===== src/rtl/uart_x16.sv =====
module uart_x16 #(
  parameter int DIVW = 8,
  parameter int DW   = 8
) (
  input  logic            clk,
  input  logic            rst_n,
  input  logic [DIVW-1:0] div,
  input  logic            nine_bit,
  input  logic            wr_en,
  input  logic [DW-1:0]   wr_data,
  input  logic            wr_bit8,
  input  logic            rd_en,
  output logic [DW-1:0]   rd_data,
  output logic            rd_bit8,
  input  logic            rxd,
  output logic            txd,
  output logic            rx_done,
  output logic            tx_done,
  output logic            tx_empty,
  output logic            frame_err,
  output logic            overrun
);
  localparam int FW = DW + 3;
  localparam int CW = $clog2(FW + 1);

  logic [DIVW-1:0] bcnt;
  logic            tick;

  always_ff @(posedge clk or negedge rst_n)
    if (!rst_n)          bcnt <= '0;
    else if (bcnt == '0) bcnt <= div;
    else                 bcnt <= bcnt - DIVW'(1);

  assign tick = (bcnt == '0);

  // transmitter
  logic [DW-1:0] tbuf;
  logic          tb8, tfull, tbusy;
  logic [FW-1:0] tsr;
  logic [3:0]    tph;
  logic [CW-1:0] tleft;
  logic          tload;

  assign tload = tick && tfull && !tbusy;

  always_ff @(posedge clk or negedge rst_n)
    if (!rst_n) begin
      tbuf <= '0; tb8 <= 1'b0; tfull <= 1'b0; tbusy <= 1'b0;
      tsr <= '1; tph <= '0; tleft <= '0; tx_done <= 1'b0;
    end else begin
      if (tload) begin
        tbusy <= 1'b1;
        tfull <= 1'b0;
        tph   <= '0;
        tleft <= nine_bit ? CW'(FW) : CW'(FW - 1);
        tsr   <= {1'b1, nine_bit ? tb8 : 1'b1, tbuf, 1'b0};
      end else if (tbusy && tick) begin
        tph <= tph + 4'd1;
        if (tph == 4'd15) begin
          tsr   <= {1'b1, tsr[FW-1:1]};
          tleft <= tleft - CW'(1);
          if (tleft == CW'(1)) begin
            tbusy <= 1'b0;
            if (!tfull) tx_done <= 1'b1;
          end
        end
      end
      if (wr_en) begin
        tbuf    <= wr_data;
        tb8     <= wr_bit8;
        tfull   <= 1'b1;
        tx_done <= 1'b0;
      end
    end

  assign txd      = tbusy ? tsr[0] : 1'b1;
  assign tx_empty = !tfull;

  // receiver
  logic [1:0]    rsync;
  logic          rs, ract, maj, pend;
  logic [3:0]    rph;
  logic [CW-1:0] ridx, rlast;
  logic [1:0]    vote;
  logic [DW:0]   rsr;
  logic [DW-1:0] rdat;
  logic          rb8;

  always_ff @(posedge clk or negedge rst_n)
    if (!rst_n) rsync <= 2'b11;
    else        rsync <= {rsync[0], rxd};

  assign rs    = rsync[1];
  assign maj   = (vote[0] & vote[1]) | (vote[0] & rs) | (vote[1] & rs);
  assign rlast = nine_bit ? CW'(DW + 2) : CW'(DW + 1);
  assign pend  = rx_done && !rd_en;

  always_ff @(posedge clk or negedge rst_n)
    if (!rst_n) begin
      ract <= 1'b0; rph <= '0; ridx <= '0; vote <= '0; rsr <= '0;
      rdat <= '0; rb8 <= 1'b0; rx_done <= 1'b0; frame_err <= 1'b0; overrun <= 1'b0;
    end else begin
      if (rd_en) rx_done <= 1'b0;
      if (tick) begin
        if (!ract) begin
          if (!rs) begin
            ract <= 1'b1;
            rph  <= 4'd1;
            ridx <= '0;
          end
        end else begin
          rph <= rph + 4'd1;
          if (rph == 4'd7) vote[0] <= rs;
          if (rph == 4'd8) vote[1] <= rs;
          if (rph == 4'd9) begin
            ridx <= ridx + CW'(1);
            if (ridx == '0) begin
              if (maj) ract <= 1'b0;
            end else if (ridx == rlast) begin
              ract <= 1'b0;
              if (pend) overrun <= 1'b1;
              else begin
                rdat      <= rsr[DW-1:0];
                rb8       <= nine_bit ? rsr[DW] : 1'b0;
                rx_done   <= 1'b1;
                overrun   <= 1'b0;
                frame_err <= !maj;
              end
            end else begin
              rsr[ridx - CW'(1)] <= maj;
            end
          end
        end
      end
    end

  assign rd_data = rdat;
  assign rd_bit8 = rb8;

  assert_empty_on_load_R3: assert property (@(posedge clk) disable iff (!rst_n)
    $rose(tx_empty) |-> !txd);
  assert_write_fills_R3: assert property (@(posedge clk) disable iff (!rst_n)
    wr_en |=> !tx_empty);
  assert_done_idle_R4: assert property (@(posedge clk) disable iff (!rst_n)
    $rose(tx_done) |-> (txd && tx_empty));
  assert_overrun_keeps_R8: assert property (@(posedge clk) disable iff (!rst_n)
    $rose(overrun) |-> (rx_done && $stable(rd_data)));
  assert_ferr_with_char_R7: assert property (@(posedge clk) disable iff (!rst_n)
    $rose(frame_err) |-> rx_done);
endmodule


===== config.mk =====
export PLATFORM = sky130hd
export DESIGN_NAME = uart_x16
export DESIGN_NICKNAME = d
export VERILOG_FILES = /design/src/rtl/uart_x16.sv
export SDC_FILE = /design/constraint.sdc
export NUM_CORES = 1
export LEC_CHECK = 0
export BUFFER_PORTS_ARGS = -buffer_cell sky130_fd_sc_hd__buf_2
export CORE_MARGIN = 1
export CORE_UTILIZATION = 25
export CTS_CLUSTER_DIAMETER = 200
export DETAILED_ROUTE_END_ITERATION = 16
export PLACE_DENSITY_LB_ADDON = 0.15
export SYNTH_ARGS = -nofsm -noshare
export SYNTH_HDL_FRONTEND = slang
export SYNTH_SLANG_ARGS = --single-unit
export TNS_END_PERCENT = 100

===== constraint.sdc =====
create_clock -name clk -period 4.1 [get_ports clk]
set_clock_uncertainty 0.2 [all_clocks]
set_input_delay 0.615 -clock clk [delete_from_list [all_inputs] [get_ports clk]]
set_output_delay 0.615 -clock clk [all_outputs]
set_load 0.005 [all_outputs]

==> results of run 1 <==
==> area by class of cell <==
cell class                      instances  area, um^2  area share
Clock buffer                           13         260      0.0633
Clock inverter                          3        17.5     0.00426
Inverter                               17        63.8      0.0155
Multi-Input combinational cell        212        1540       0.374
Sequential cell                        72        1820       0.442
Tap cell                              176         220      0.0535
Timing Repair Buffer                   38         195      0.0475
==> power breakdown <==
part,internal [uW],switching (uW),total (uW)
clock,441,295,736
sequential,793,87.7,881
combinational,117,138,255
==> routing by layer <==
layer,track usage,vias up,share of wire
met5,0,-,0
met4,0.0394,0,0.015
met3,0.0307,9,0.044
met2,0.177,50,0.46
met1,0.147,1233,0.48
li1,-,1221,-
==> layout by cell type (no fill, tap or decap), types with 2 or more instances in the layout <==
| master | count |
|---|---|
| dfrtp_1 | 60 |
| buf_2 | 36 |
| mux2_2 | 26 |
| nor2_1 | 21 |
| inv_1 | 17 |
| a21oi_1 | 17 |
| nand2_1 | 16 |
| o21ai_0 | 16 |
| nand3_1 | 13 |
| ha_1 | 13 |
| dfstp_2 | 12 |
| o22ai_1 | 9 |
| clkbuf_16 | 9 |
| nand4_1 | 6 |
| nor3_1 | 5 |
| o31ai_1 | 4 |
| nor3b_1 | 4 |
| mux2i_1 | 4 |
| a22o_1 | 4 |
| xor2_1 | 3 |
| a31oi_1 | 3 |
| nand2b_1 | 3 |
| nand3b_1 | 3 |
| and3_1 | 3 |
| a21o_1 | 3 |
| nor4_1 | 3 |
| or4_4 | 2 |
| xnor2_1 | 2 |
| nor2b_1 | 2 |
| or4_1 | 2 |
| o311ai_0 | 2 |
| o41ai_1 | 2 |
| a32o_1 | 2 |
| clkbuf_8 | 2 |
| clkinv_2 | 2 |
| clkbuf_1 | 2 |
| buf_4 | 2 |
==> cells by family after synthesis <==
family,count (synthesis)
and+or+nand+nor,92
DFF,72
AOI/OAI and AO/OA,70
buffers and inverters,33
muxes,31
adders and majority gates,14
xor gates and xnor gates,5
==> flip-flops by register name, summed over array words and instances, names as in the netlist, 8 cells and up <==
| register | count |
|---|---|
| bcnt | 8 |
| tbuf | 8 |
| rsr | 9 |
| tsr | 10 |
| rd_data | 8 |
==> critical path, delay by kind of cell, from the launching register on <==
| family | cells | cell delay, ps |
|---|---|---|
| fa+ha+maj | 1 | 190 |
| buf+inv | 1 | 90 |
| flops | 1 | 400 |
| mux | 1 | 400 |
| simple gates | 3 | 1340 |
==> per-stage QoR <==
stage,std cells,setup WS (ps),cell area (um^2),utilization,hold WS [ps]
6_report,531,1340,4110,0.306,158
2_1_floorplan,317,1930,3490,-,119
3_3_place_gp,515,1310,3830,0.285,149
4_1_cts,531,1230,4110,0.306,161
3_5_place_dp,515,1280,3830,0.285,150
5_1_grt,531,1090,4110,0.306,162
==> final timing paths <==
path | endpoint | start | slack (ps)
hold / removal | rsync[1] | rsync[0] | 160
setup reg to reg | rd_data[7] | bcnt[0] | 1340
hold reg to reg | rsync[1] | rsync[0] | 160
max in group asynchronous | tbuf[7] | rst_n | 2890
setup / recovery | rd_data[7] | bcnt[0] | 1340
min in group asynchronous | vote[0] | rst_n | 220
==> metrics.txt, run 1 <==
GR Overflow Total 0; CTS H-tree lvls 3; setup_tns 0 ps; Async S/R FF share, synth 1.00; XOR/XNOR Fraction of Synth Area 0.0125; clk buf depth 2; Starting Density 0.260; # clock sinks 72; port bufs 37; row count 42; largest net degree at the start of global routing 73; share of post-route cells with drive strength above 1 0.279; R2R cell count 6; Pwr per Cell Area 455 nW/um^2; final wirelength 7.48 mm; max-cap violations 0; vias in the first global route 2,415; residual DRC count 0; post-synth top area share 0.430; total CTS buffers 9; commonest cells in the netlist 60 x dfrtp_1, 26 x mux2_2, 21 x nor2_1; type of origin of the critical path flip-flop; Mean Syn Cell Area 11.0 um^2; clock root buffer clkbuf_16; post-CTS sizing 0; CTS tree done; Synth Flop Type dfrtp_1; CP Capture Type flip-flop; fillcell total 1,437; CTS clk-pin slew, worst paths 60 ps; DIE WIDTH 120 um; worst skew pair latency 330 ps; DR vias/cell 4.73; fin crit period 2760 ps; DRT Pass-1 Iters 4; via count 2,513; largest family of logic cells by synthesized area simple AND/OR/NAND/NOR gates; die area 14,500 um^2; crit share post-route 0.674; CP Max Fanout 13; crit-path cells inv_1 -> ha_1 -> nor3b_4 -> nand2_2 -> nor3_4 -> mux2_2; area leader, netlist dfrtp_1; WS Path Type reg -> reg; max incr delay on CP 580 ps; RSZ-0062 raised after global routing no; Worst EP required 4110 ps; VDD IR max 216 uV; post-route ant nets 0; Data arrival, critical path 2780 ps; Antenna Diode Count 0; DPL Wire Length 5.02 mm; Seq/Total Area, Yosys 0.520; CP max-delay cell nor3_4; Synth Area in Adders 0.0494; Power Total 1870 uW; number of synthesized flops with an enable pin 0; Synth Area in Compound Gates 0.129; initial antenna violation count 0; Slew @ Worst Pin 915 ps; Hold Crit Depth 0; status finished, final reports clean; Ports 38; Hold Buf Count CTS 0; relative slew slack 0.390; count leader, synth dfrtp_1; Die Ht 120 um; Final setup viols 0; postcts setup bufs 0; max frequency 362 MHz; Tot GR Track Use 0.112; Mapped Nets 353; post-synthesis mux area share 0.0985; largest cells by area after synthesis dfrtp_1 43%, dfstp_2 9.0%, mux2_2 8.4%; NumNets Final 386; Pleak 0.00183 uW; post-synthesis register bit count 72; Post-Synth Simple-Gate Area 0.151; Worst Hold Class reg -> reg; Core Region 13,500 um^2; DR WL/cell 14.1 um; first-pass GRT wire length 12.6 mm; distinct cell type count after synthesis 53; Final GP Congestion 0.741; initial drt markers 131; Post-Syn Area 3490 um^2; Syn Inst Count 317; final slew viol count 0; Hold Fails Final Rpt 0; area delta synth->final 17.7%; YS warnings 0
(Power assumes the default switching activity.)
==> run 2: changes to the inputs <==
ABC_AREA = 1   (was unset)
clock period = 2.4 ns   (was 4.1 ns; I/O delays follow)
==> metrics.txt, run 2 <==
status finished, final reports clean; CTS H-tree lvls 3 (unchanged); distinct cell type count after synthesis 38 (-28%); CP Max Fanout 21 (+8); Final setup viols 0 (unchanged); largest net degree at the start of global routing 73 (unchanged); row count 44 (+4.8%); fin crit period 2070 ps (-695 ps); DPL Wire Length 5.23 mm (+4.2%); VDD IR max 310 uV (+44%); Final GP Congestion 0.742 (+0.15%); NumNets Final 524 (+36%); type of origin of the critical path flip-flop; Mapped Nets 482 (+37%); area leader, netlist dfrtp_1; DR vias/cell 4.21 (-11%); worst skew pair latency 340 ps (about the same); number of synthesized flops with an enable pin 0 (unchanged); Antenna Diode Count 0 (unchanged); Worst Hold Class in -> reg; Pwr per Cell Area 677 nW/um^2 (+49%); largest cells by area after synthesis dfrtp_1 41%, nand2_1 13%, dfstp_2 8.5%; initial antenna violation count 0 (unchanged); max frequency 483 MHz (+34%); Psw 728 uW (+40%); Largest regs tsr (10), rsr (9); GR Overflow Total 0 (unchanged); DIE WIDTH 124 um (+2.7%); clk buf depth 2 (unchanged); WS Path Type reg -> reg; register area 1820 um^2 (unchanged); first-pass GRT wire length 13.5 mm (+6.7%); Core Region 14,500 um^2 (+7.6%); Mean Syn Cell Area 8.28 um^2 (-25%); max-cap violations 0 (unchanged); max incr delay on CP 390 ps (-190 ps); Die Ht 124 um (+2.7%); port bufs 37 (unchanged); area delta synth->final 19.3%; Syn Inst Count 446 (+41%); Seq/Total Area, Yosys 0.492 (-0.0277); switching share of power 0.244 (-0.0340); clock root buffer clkbuf_16; post-synthesis register bit count 72 (unchanged); count leader, synth nand2_1; fillcell total 1,537 (+7.0%); CP max-delay cell dfrtp_1; Worst EP required 2410 ps (-1700 ps); Synth Flop Type dfrtp_1; Reg power frac 0.453 (-0.018); post-CTS sizing 0 (unchanged); via count 2,848 (+13%); final wirelength 7.72 mm (+3.2%); Data arrival, critical path 2080 ps (-700 ps); Pleak 0.00217 uW (+19%); Post-Syn Area 3690 um^2 (+5.6%); Starting Density 0.255 (-0.00484); commonest non-fill, non-tap cell in the layout nand2_1; Int Pwr 2250 uW (+67%); Worst path most repeated cell inv_1; CTS clk-pin slew, worst paths 60 ps (about the same); Post-DP Area 4070 um^2 (+6.2%); setup slack at placement 300 ps (-982 ps); setup_tns 0 ps (unchanged); initial drt markers 136 (+3.8%); relative slew slack 0.714 (+0.324); postcts setup bufs 0 (unchanged); DRT Pass-1 Iters 4 (unchanged); # clock sinks 72 (unchanged); Ports 38 (unchanged); Final WS setup 330 ps (-1010 ps); Clock power frac 0.461 (+0.068); post-route ant nets 0 (unchanged); total CTS buffers 9 (unchanged); residual DRC count 0 (unchanged); Biggest register tsr; CP Capture Type flip-flop; multi-input logic area 1570 um^2 (+1.8%); max reg flops 10 (unchanged); Hold Fails Final Rpt 0 (unchanged); final slew viol count 0 (unchanged); Logic pwr share 0.086 (-0.050); commonest cells in the netlist 131 x nand2_1, 60 x dfrtp_1, 55 x inv_1; Slew @ Worst Pin 429 ps (-486 ps); die area 15,300 um^2 (+5.5%); crit-path cells inv_1 -> ha_1 -> inv_1 -> nor2_2 -> nand3_4 -> inv_2 -> nand3_2 -> a21boi_0; register-to-register setup slack 330 ps (-1010 ps); share of post-route cells with drive strength above 1 0.183 (-0.0963); vias in the first global route 2,807 (+16%); Async S/R FF share, synth 1.00 (unchanged); YS warnings 0 (unchanged); CTS tree done; DR WL/cell 11.4 um (-19%); Tot GR Track Use 0.117 (+0.00470); fin area 4400 um^2 (+7.1%); post-synth top area share 0.407 (-0.0229); crit share post-route 0.862 (+0.188); RSZ-0062 raised after global routing no; most frequent cells in the layout 131 x nand2_1, 60 x dfrtp_1, 55 x inv_1
-- run 2: cell count changes after synthesis, sizes merged, moves of 5 or more --
cell   previous run  this run
nand2            17       134
inv              17        62
o21ai            17        53
mux2             27         0
a21oi            17         3
nand3            13        26
nor2             22        33
o22ai             9         1
nand4             6        11
-- run 2: worst paths after layout --
kind	start	to	cells after the start
max	bcnt[0]	overrun	8
min	wr_data[3]	tbuf[3]	3
max reg2reg	bcnt[0]	overrun	8
min reg2reg	rsync[0]	rsync[1]	0
max in group asynchronous	rst_n	tsr[0]	3
min in group asynchronous	rst_n	rsr[3]	3
-- run 2: cells by family after synthesis --
kind of cell	count (synthesis)	share of synthesized area
adder cells (fa/ha/maj)	14	0.0468
AO/OA/AOI/OAI	65	0.0966
AND/OR/NAND/NOR	211	0.260
XOR/XNOR	9	0.0214
buffers and inverters	75	0.0834
flip-flops	72	0.492
-- run 2: final cells by class --
cell class	instances	area share
Clock inverter	3	0.00966
Sequential cell	72	0.412
Inverter	63	0.0540
Tap cell	184	0.0523
Multi-Input combinational cell	299	0.356
Timing Repair Buffer	43	0.0568
Clock buffer	13	0.0591
-- run 2: repair_timing --
action,CTS,global route
hold buffers,3,0
endpoints found under the setup margin,0,0
hold endpoints to repair,62,0
-- run 2: critical path: cells and delay by family (launching register included) --
kind / cells / cell delay [ps]
AOI/OAI and AO/OA: 1 / 240
adders and majority gates: 1 / 180
DFF: 1 / 390
and+or+nand+nor: 3 / 650
buffers and inverters: 3 / 280
-- run 2: power by group through the flow --
stage	sequential [uW]	clock (uW)	combinational [uW]
after floorplan	1360	0	178
after global placement	1370	0	258
after detailed placement	1370	0	260
after CTS	1350	1440	266
after global routing	1360	1490	305
final	1350	1370	256
-- run 2: metrics by stage --
stage	utilization	instances	power [uW]	hold WS [ps]
6_report	0.304	677	2980	20.6
3_5_place_dp	0.281	658	1630	147
4_1_cts	0.304	677	3060	2.52
2_1_floorplan	-	446	1540	-136
5_1_grt	0.304	677	3150	24.1
3_3_place_gp	0.281	658	1630	146
-- run 2: metal layers --
metal / GRT usage / vias up / share of wire
li1: - / 1497 / -
met2: 0.181 / 32 / 0.45
met4: 0.0497 / 0 / 0.018
met3: 0.0438 / 11 / 0.039
met5: 0 / - / 0
met1: 0.145 / 1308 / 0.49
